[config.mk]
export PLATFORM = sky130hd
export DESIGN_NAME = pulse_rate_scaler
export DESIGN_NICKNAME = d
export VERILOG_FILES = /design/src/rtl/prs_pkg.sv /design/src/rtl/prs_ctrl.sv /design/src/rtl/prs_datapath.sv /design/src/rtl/pulse_rate_scaler.sv
export SDC_FILE = /design/constraint.sdc
export NUM_CORES = 1
export LEC_CHECK = 0
export ABC_AREA = 1
export BUFFER_PORTS_ARGS = -buffer_cell sky130_fd_sc_hd__buf_2
export CORE_MARGIN = 10
export CORE_UTILIZATION = 58
export CTS_BUF_LIST = sky130_fd_sc_hd__clkbuf_2
export CTS_CLUSTER_DIAMETER = 40
export DETAILED_ROUTE_END_ITERATION = 10
export PLACE_DENSITY = 0.8
export SLEW_MARGIN = 40
export SYNTH_ARGS = -nofsm -noshare
export SYNTH_HDL_FRONTEND = slang
export SYNTH_SLANG_ARGS = --single-unit
export TNS_END_PERCENT = 20
[constraint.sdc]
create_clock -name clk -period 3.2 [get_ports clk]
set_input_delay 0.32 -clock clk [delete_from_list [all_inputs] [get_ports clk]]
set_output_delay 0.32 -clock clk [all_outputs]
set_load 0.01 [all_outputs]
[src/rtl/prs_pkg.sv]
package prs_pkg;
  typedef struct packed {
    logic accept;  // input step enters the phase accumulator
    logic clear;   // discard the backlog and suppress the output
    logic emit;    // send one backlog step this cycle
  } prs_ctl_t;
endpackage

[src/rtl/prs_ctrl.sv]
module prs_ctrl
  import prs_pkg::*;
(
  input  logic     stepIn,
  input  logic     stopCmd,
  input  logic     drainOnStop,
  input  logic     backlogBusy,
  output prs_ctl_t ctl
);
  always_comb begin
    ctl.accept = stepIn && !stopCmd;
    ctl.clear  = stopCmd && !drainOnStop;
    ctl.emit   = backlogBusy && !ctl.clear;
  end
endmodule

[src/rtl/prs_datapath.sv]
module prs_datapath
  import prs_pkg::*;
#(
  parameter int DIV_W     = 11,
  parameter int MUL_W     = 5,
  parameter int BACKLOG_W = 12
) (
  input  logic             clk,
  input  logic             rst_n,
  input  prs_ctl_t         ctl,
  input  logic             dirIn,
  input  logic [DIV_W-1:0] divRatio,
  input  logic [MUL_W-1:0] mulCode,
  output logic             backlogBusy,
  output logic             stepOut,
  output logic             dirOut
);
  localparam int SUM_W = BACKLOG_W + 2;
  localparam int MSB   = BACKLOG_W - 1;
  localparam logic signed [SUM_W-1:0] HI_LIM = SUM_W'((1 << (BACKLOG_W - 1)) - 1);
  localparam logic signed [SUM_W-1:0] LO_LIM = -HI_LIM;

  logic [DIV_W-1:0]            phase, phaseNext;
  logic [DIV_W:0]              upSum, downDiff;
  logic                        divided;
  logic signed [BACKLOG_W-1:0] backlog, backlogNext;
  logic signed [SUM_W-1:0]     wide, factorS, clipped;

  // fractional divider: carry (up) or borrow (down) of the phase
  always_comb begin
    upSum     = {1'b0, phase} + {1'b0, divRatio};
    downDiff  = {1'b0, phase} - {1'b0, divRatio};
    phaseNext = dirIn ? upSum[DIV_W-1:0] : downDiff[DIV_W-1:0];
    divided   = ctl.accept && (dirIn ? upSum[DIV_W] : downDiff[DIV_W]);
  end

  // signed backlog update with saturation
  always_comb begin
    factorS = {{(SUM_W-MUL_W){1'b0}}, mulCode} + SUM_W'(1);
    wide    = SUM_W'(backlog);
    if (ctl.emit) begin
      if (backlog[MSB]) wide = wide + SUM_W'(1);
      else              wide = wide - SUM_W'(1);
    end
    if (divided) begin
      if (dirIn) wide = wide + factorS;
      else       wide = wide - factorS;
    end
    if (wide > HI_LIM)      clipped = HI_LIM;
    else if (wide < LO_LIM) clipped = LO_LIM;
    else                    clipped = wide;
    backlogNext = ctl.clear ? '0 : clipped[BACKLOG_W-1:0];
  end

  assign backlogBusy = (backlog != '0);

  always_ff @(posedge clk) begin
    if (!rst_n) begin
      phase   <= '0;
      backlog <= '0;
      stepOut <= 1'b0;
      dirOut  <= 1'b0;
    end else begin
      if (ctl.accept) phase <= phaseNext;
      backlog <= backlogNext;
      stepOut <= ctl.emit;
      if (ctl.emit) dirOut <= !backlog[MSB];
    end
  end

  p_quiet_when_empty_r5: assert property (@(posedge clk) disable iff (!rst_n)
    (backlog == '0) |=> !stepOut);
  p_busy_sends_r8: assert property (@(posedge clk) disable iff (!rst_n)
    (backlogBusy && !ctl.clear) |=> stepOut);
  p_stop_flush_r7: assert property (@(posedge clk) disable iff (!rst_n)
    ctl.clear |=> (backlog == '0 && !stepOut));
  p_dir_follows_sign_r6: assert property (@(posedge clk) disable iff (!rst_n)
    stepOut |-> (dirOut == !$past(backlog[MSB])));
  p_zero_div_silent_r3: assert property (@(posedge clk) disable iff (!rst_n)
    (ctl.accept && divRatio == '0) |-> !divided);
  p_no_min_value_r9: assert property (@(posedge clk) disable iff (!rst_n)
    !(backlog[MSB] && backlog[MSB-1:0] == '0));
endmodule

[src/rtl/pulse_rate_scaler.sv]
module pulse_rate_scaler
  import prs_pkg::*;
#(
  parameter int DIV_W     = 11,
  parameter int MUL_W     = 5,
  parameter int BACKLOG_W = 12
) (
  input  logic             clk,
  input  logic             rst_n,
  input  logic             stepIn,
  input  logic             dirIn,
  input  logic [DIV_W-1:0] divRatio,
  input  logic [MUL_W-1:0] mulCode,
  input  logic             stopCmd,
  input  logic             drainOnStop,
  output logic             stepOut,
  output logic             dirOut
);
  prs_ctl_t ctl;
  logic     backlogBusy;

  prs_ctrl u_ctrl (
    .stepIn      (stepIn),
    .stopCmd     (stopCmd),
    .drainOnStop (drainOnStop),
    .backlogBusy (backlogBusy),
    .ctl         (ctl)
  );

  prs_datapath #(
    .DIV_W     (DIV_W),
    .MUL_W     (MUL_W),
    .BACKLOG_W (BACKLOG_W)
  ) u_dp (
    .clk         (clk),
    .rst_n       (rst_n),
    .ctl         (ctl),
    .dirIn       (dirIn),
    .divRatio    (divRatio),
    .mulCode     (mulCode),
    .backlogBusy (backlogBusy),
    .stepOut     (stepOut),
    .dirOut      (dirOut)
  );

  p_one_way_stop_r7: assert property (@(posedge clk) disable iff (!rst_n)
    (stopCmd && !drainOnStop) |=> !stepOut);
endmodule

Yosys cells after proc, flatten, opt, wreduce, memory -nomap -nowiden --
Index checks and enable logic that the tools add are counted.
Storage, ports and cells: output and inout port bits 2, word-level logic and storage cells 34, flip-flop bits (word level) 25, input bits 22
Cells by class: multiplexer cells 8, add/sub/neg operators 7, reduce and logical (&&, ||, !) cells 11, bitwise operators 1, $lt $le $gt $ge 2
Operators by type and width (number):
- $mux 14 | 4
- $mux 11 | 2
- $add 14x14->14 | 1
- $gt 14x12->1 const B | 1
- $lt 14x12->1 const B | 1
- $sub 14x14->14 | 1
- $add 12x2->13 const B | 1
- $sub 12x2->13 const B | 1
- $add 11x11->12 | 1
- $mux 12 | 1
- $reduce_bool 12->1 | 1
- $sub 11x11->12 | 1
- $add 5x1->6 const B | 1
- $logic_and 1x1->1 | 4
- $logic_not 1->1 | 4
- $reduce_or 3->1 | 1
- $reduce_or 2->1 | 1
- $mux 1 | 1
- $not 1->1 | 1

Longest topological paths before layout --
depth after elaboration 11, depth in mapped cells 29, gate-level depth less buffers 27

Hierarchy --
A second synthesis with hierarchy kept.
Unflattened totals: cells, all modules 664, area total of the unflattened synthesis 3841.2 µm²
By module, submodules not included:
- prs_datapath | times used 1, cells an instance 657, sequential area each 500.5 µm², area each 3813.7 µm²
- prs_ctrl | times used 1, cells an instance 7, sequential area each 0.0 µm², area each 27.5 µm²

Least setup slack after synthesis --
No wires, ideal clock.
kind reg2reg, from register u_dp.backlog[11], to register u_dp.backlog[11], slack -0.127 ns, stages on the path, launching flop included 24, data arrival time 3.218 ns, data required time 3.091 ns, buffers on the path 1, setup time 0.109 ns, period minus slack after synthesis 3.327 ns, cells stage by stage dfxtp_1 -> inv_1 -> ha_1 -> or2_1 -> nand2_1 -> xor2_1 -> nand2_1 -> o21ai_1 -> inv_1 -> ha_1 -> a21oi_1 -> nand2_1 -> nand2_1 -> nand3_1 -> nand2_1 -> inv_1 -> nor3_1 -> nor2_1 -> nand2_1 -> xor2_1 -> nand2_1 -> buf_4 -> nand3_1 -> inv_2
Between the ends: cells in the longest elaborated chain, start to end 8, elaborated cells between the ends (all ways) 14, classes of those cells 4 x add/sub; 2 x order compare; 5 x mux; 3 x reduce/logical
RTL lines:
- start: declaration | line prs_datapath.sv:26 | logic signed [BACKLOG_W-1:0] backlog, backlogNext;
- start signal: assignment | line prs_datapath.sv:65 | backlog <= backlogNext;
- $sub 12x2->13, or another cell as far along | line prs_datapath.sv:43 | else wide = wide - SUM_W'(1);
- $mux 14 / $logic_and 1x1->1 (equally long branches) | line prs_datapath.sv:42, prs_ctrl.sv:13
- $mux 14 (*) | line prs_datapath.sv:41 | if (ctl.emit) begin
- $sub 14x14->14 / $add 14x14->14 (equally long branches) | line prs_datapath.sv:47, prs_datapath.sv:46
- $mux 14 | line prs_datapath.sv:46 | if (dirIn) wide = wide + factorS;
- $mux 14 (*) | line prs_datapath.sv:45 | if (divided) begin
- $gt 14x12->1 / $lt 14x12->1 (equally long branches) | line prs_datapath.sv:49, prs_datapath.sv:50
- $reduce_or 3->1 (no line) / $mux 12 (equally long branches)
Mark *: on every way between the ends. The rest lies on a longest branch, timed or not. A chain may end at the register's enable or synchronous reset.

Worst setup path in the final report --
from register u_dp.backlog[1], to register u_dp.backlog[3]
Between the ends: cells in the longest elaborated chain, start to end 9, elaborated cells between the ends (all ways) 14, classes of those cells 4 x add/sub; 2 x order compare; 6 x mux; 2 x reduce/logical
RTL lines:
- $sub 12x2->13, or another cell as far along | line prs_datapath.sv:43
- $mux 14 / $logic_and 1x1->1 (equally long branches) | line prs_datapath.sv:42, prs_ctrl.sv:13
- $mux 14 (*) | line prs_datapath.sv:41
- $sub 14x14->14 / $add 14x14->14 (equally long branches) | line prs_datapath.sv:47, prs_datapath.sv:46
- $mux 14 | line prs_datapath.sv:46
- $mux 14 (*) | line prs_datapath.sv:45
- $lt 14x12->1 | line prs_datapath.sv:50 | else if (wide < LO_LIM) clipped = LO_LIM;
- $mux 12 | line prs_datapath.sv:50
- $mux 11 (*) | line prs_datapath.sv:49 | if (wide > HI_LIM) clipped = HI_LIM;
Marks and branches as above.

==> impl_metrics.csv <==
group,metric,value,unit
status,status,"finished with violations",
status,failed_checks,"setup timing",
critical_path,cp_slowest_cell,"dfxtp_2",
critical_path,crit_path_end,"u_dp.backlog[3]",
sta,fin_hold_ws,153,ps
sta,slew_viol_final,0,
yosys,syn_inst,678,
yosys,yosysMostFrequentCell,"nand2_1",
critical_path,cp_common_cell,"nand2_2",
critical_path,r2r_cells,25,
critical_path,r2r-start,"u_dp.backlog[1]",
clock_network,root_buffer,"clkbuf_2",
yosys,synthFlopType,"dfxtp_1",
clock_network,cts.path.max_buffers,2,
min_path,min-delay-path-class,"in -> reg",
critical_path,critPathKind,"reg -> reg",
yosys,synth_top_area_share,18.1,%
place,port_buffers,23,
yosys,ys_ff_latch,25,
sta,fin_skew,61.8,ps
critical_path,worstPathMaxFanout,4,
global_routing,grt_pass1_wl,22.2,mm
sta,hold_viol,0,
sta,period_share,122,%
critical_path,path_buf_inv,6,
die,dieArea,10700,um^2
clock_network,cts_tree,"built",
run,max_cap_violations,0,
critical_path,cp.arrival,4280,ps
place,gp_congestion,0.918,
die,dieHeight,103,um
clock_network,htreeDepth,1,
die,core,6790,um^2
critical_path,max_stage_delay,410,ps
yosys,synthArstFlopShare,0,%
detailed_routing,route.detailed.drc,0,
finish,drive_above_1_share,39.2,%
die,ios,24,
detailed_routing,drt_iter0_drc,548,
detailed_routing,num_vias,5335,
clock_network,cts_inserted_buffers,3,
global_routing,grt.overflow.total,0,
sta,worst_pin_slew,572,ps
detailed_routing,drt_wl_total,16.0,mm
sta,rsz0062_at_grt,"yes",
die,start_util,59.4,%
finish,final_core_util,85.6,%
detailed_routing,dr.pass1.iters,7,
finish,area_growth,44.2,%
detailed_routing,viasPerCell,5.91,
finish,nets,882,
sta,final-setup-viol-count,12,
sta,setup_ws,-717,ps
detailed_routing,wl_per_cell,17.7,um
sta,max_freq,255,MHz
yosys,synth_commonest_cells,"nand2_1 (195), inv_1 (111), nor2_1 (70), ha_1 (48), nand3_1 (37)",
critical_path,rrSetupSlack,-720,ps
yosys,syn_area,4040,um^2
yosys,yosysWarnings,0,
detailed_routing,ant_nets,0,
yosys,ys_seq_area_share,12.4,%
die,die_width,103,um
global_routing,grt_pass1_vias,4828,
yosys,yosysUniqueCellTypes,43,
critical_path,critPathTopFamily,"simple AND/OR/NAND/NOR gates",
yosys,syn-num-nets,752,
global_routing,antenna_found_initial,0,
yosys,yosysTopAreaCell,"nand2_1",
sta,period_needed,3920,ps
place,place_hpwl,8.91,mm
clock_network,clkSinkCount,25,
critical_path,startpoint,"u_dp.backlog[1]",
critical_path,start_kind,"register",
sta,slew-limit-headroom,61.8,%
global_routing,grtUsageTotal,25.7,%
global_routing,grt_max_degree,29,
critical_path,endpoint_kind,"register",
critical_path,reg2reg_to,"u_dp.backlog[3]",
yosys,synth.avg_cell_area,5.95,um^2
clock_network,path_clk_slew,320,ps
clock_network,worst_skew_pair.late_latency,450,ps
die,rows,30,
yosys,synth_area_leaders,"nand2_1 (18%), ha_1 (15%), dfxtp_1 (12%)",
critical_path,worst-path-stages,25,
finish,diodes,0,
critical_path,required,3570,ps
yosys,synth_edf_count,0,
-- flip-flops by register name (all words and copies together), names as in the netlist --
name          flops
u_dp.phase       11
u_dp.backlog     12
u_dp.stepOut      1
u_dp.dirOut       1
-- worst min path at each step --
| stage | startpoint | endpoint | cells past startpoint |
|---|---|---|---|
| after global routing | rst_n | u_dp.phase[8] | 3 |
| after CTS | rst_n | u_dp.phase[8] | 3 |
| after floorplan | u_dp.backlog[11] | u_dp.dirOut | 1 |
| final | rst_n | u_dp.phase[8] | 3 |
| after detailed placement | u_dp.dirOut | u_dp.dirOut | 2 |
| after global placement | u_dp.dirOut | u_dp.dirOut | 2 |
-- stage by stage --
step / setup TNS (ps) / std cells / worst slack, ps / cell area, um^2
after floorplan: 0 / 678 / 1.80 / 4060
after global placement: -5330 / 867 / -459 / 4840
after detailed placement: -6640 / 867 / -586 / 4840
after CTS: -1790 / 896 / -163 / 5580
after global routing: -9800 / 903 / -844 / 5820
final: -7910 / 903 / -717 / 5820
-- cells in the final DEF, fill, tap and decap left out, types with 7 or more instances in the layout --
| master | Yosys | routed |
|---|---|---|
| dfxtp_1 | 25 | 22 |
| a21oi_1 | 31 | 22 |
| nand3_2 | 2 | 13 |
| nand2_1 | 195 | 151 |
| inv_2 | 9 | 20 |
| inv_1 | 111 | 99 |
| o21ai_2 | 1 | 7 |
| nand3_1 | 37 | 25 |
| nor2_1 | 70 | 58 |
| ha_1 | 48 | 32 |
| a21oi_2 | 15 | 22 |
| nand2_2 | 14 | 40 |
| nor2_2 | 2 | 7 |
| buf_4 | 4 | 106 |
| buf_2 | 3 | 23 |
| ha_4 | 0 | 15 |
| xor2_1 | 16 | 15 |
| nand2_4 | 2 | 20 |
| o21ai_0 | 21 | 18 |
| buf_6 | 5 | 8 |
| nor2_4 | 1 | 8 |
-- repair_timing --
action                     4_1_cts  5_1_grt
gates cloned                     1        0
gates resized for setup        119       47
setup buffers                   24        7
hold buffers                     0        0
setup endpoints to repair       12       12
pin swaps                       37       38
-- worst min-delay path: cells and delay by family --
family / cells / cell delay, ps
AO/OA/AOI/OAI: 1 / 90
buffers and inverters: 2 / 210
-- routing by layer --
metal	wire length, um	GRT usage [%]
met1	5770	29.9
met2	7610	46.4
met3	1420	3.06
met4	1220	10.9
met5	0	0
-- cell type report --
cell class              count  area, um^2
clock buffers               3        15.0
clock inverters             1        7.51
fillers                   371         977
inverters                 121         462
multi-input cells         515        3620
flip-flops and latches     25         507
well taps                  96         120
repair buffers            141        1080
repair inverters            1        6.26
-- cell families after synthesis --
family	after synthesis	share of synthesized area [%]
XOR/XNOR	23	4.99
AO/OA/AOI/OAI	99	15.7
adder cells (fa/ha/maj)	52	16.9
AND/OR/NAND/NOR	341	35.8
flip-flops	25	12.4
buffers and inverters	138	14.2
Power is not shown: default switching activity piles up to over one toggle a cycle in this logic, so the estimate is an artifact.
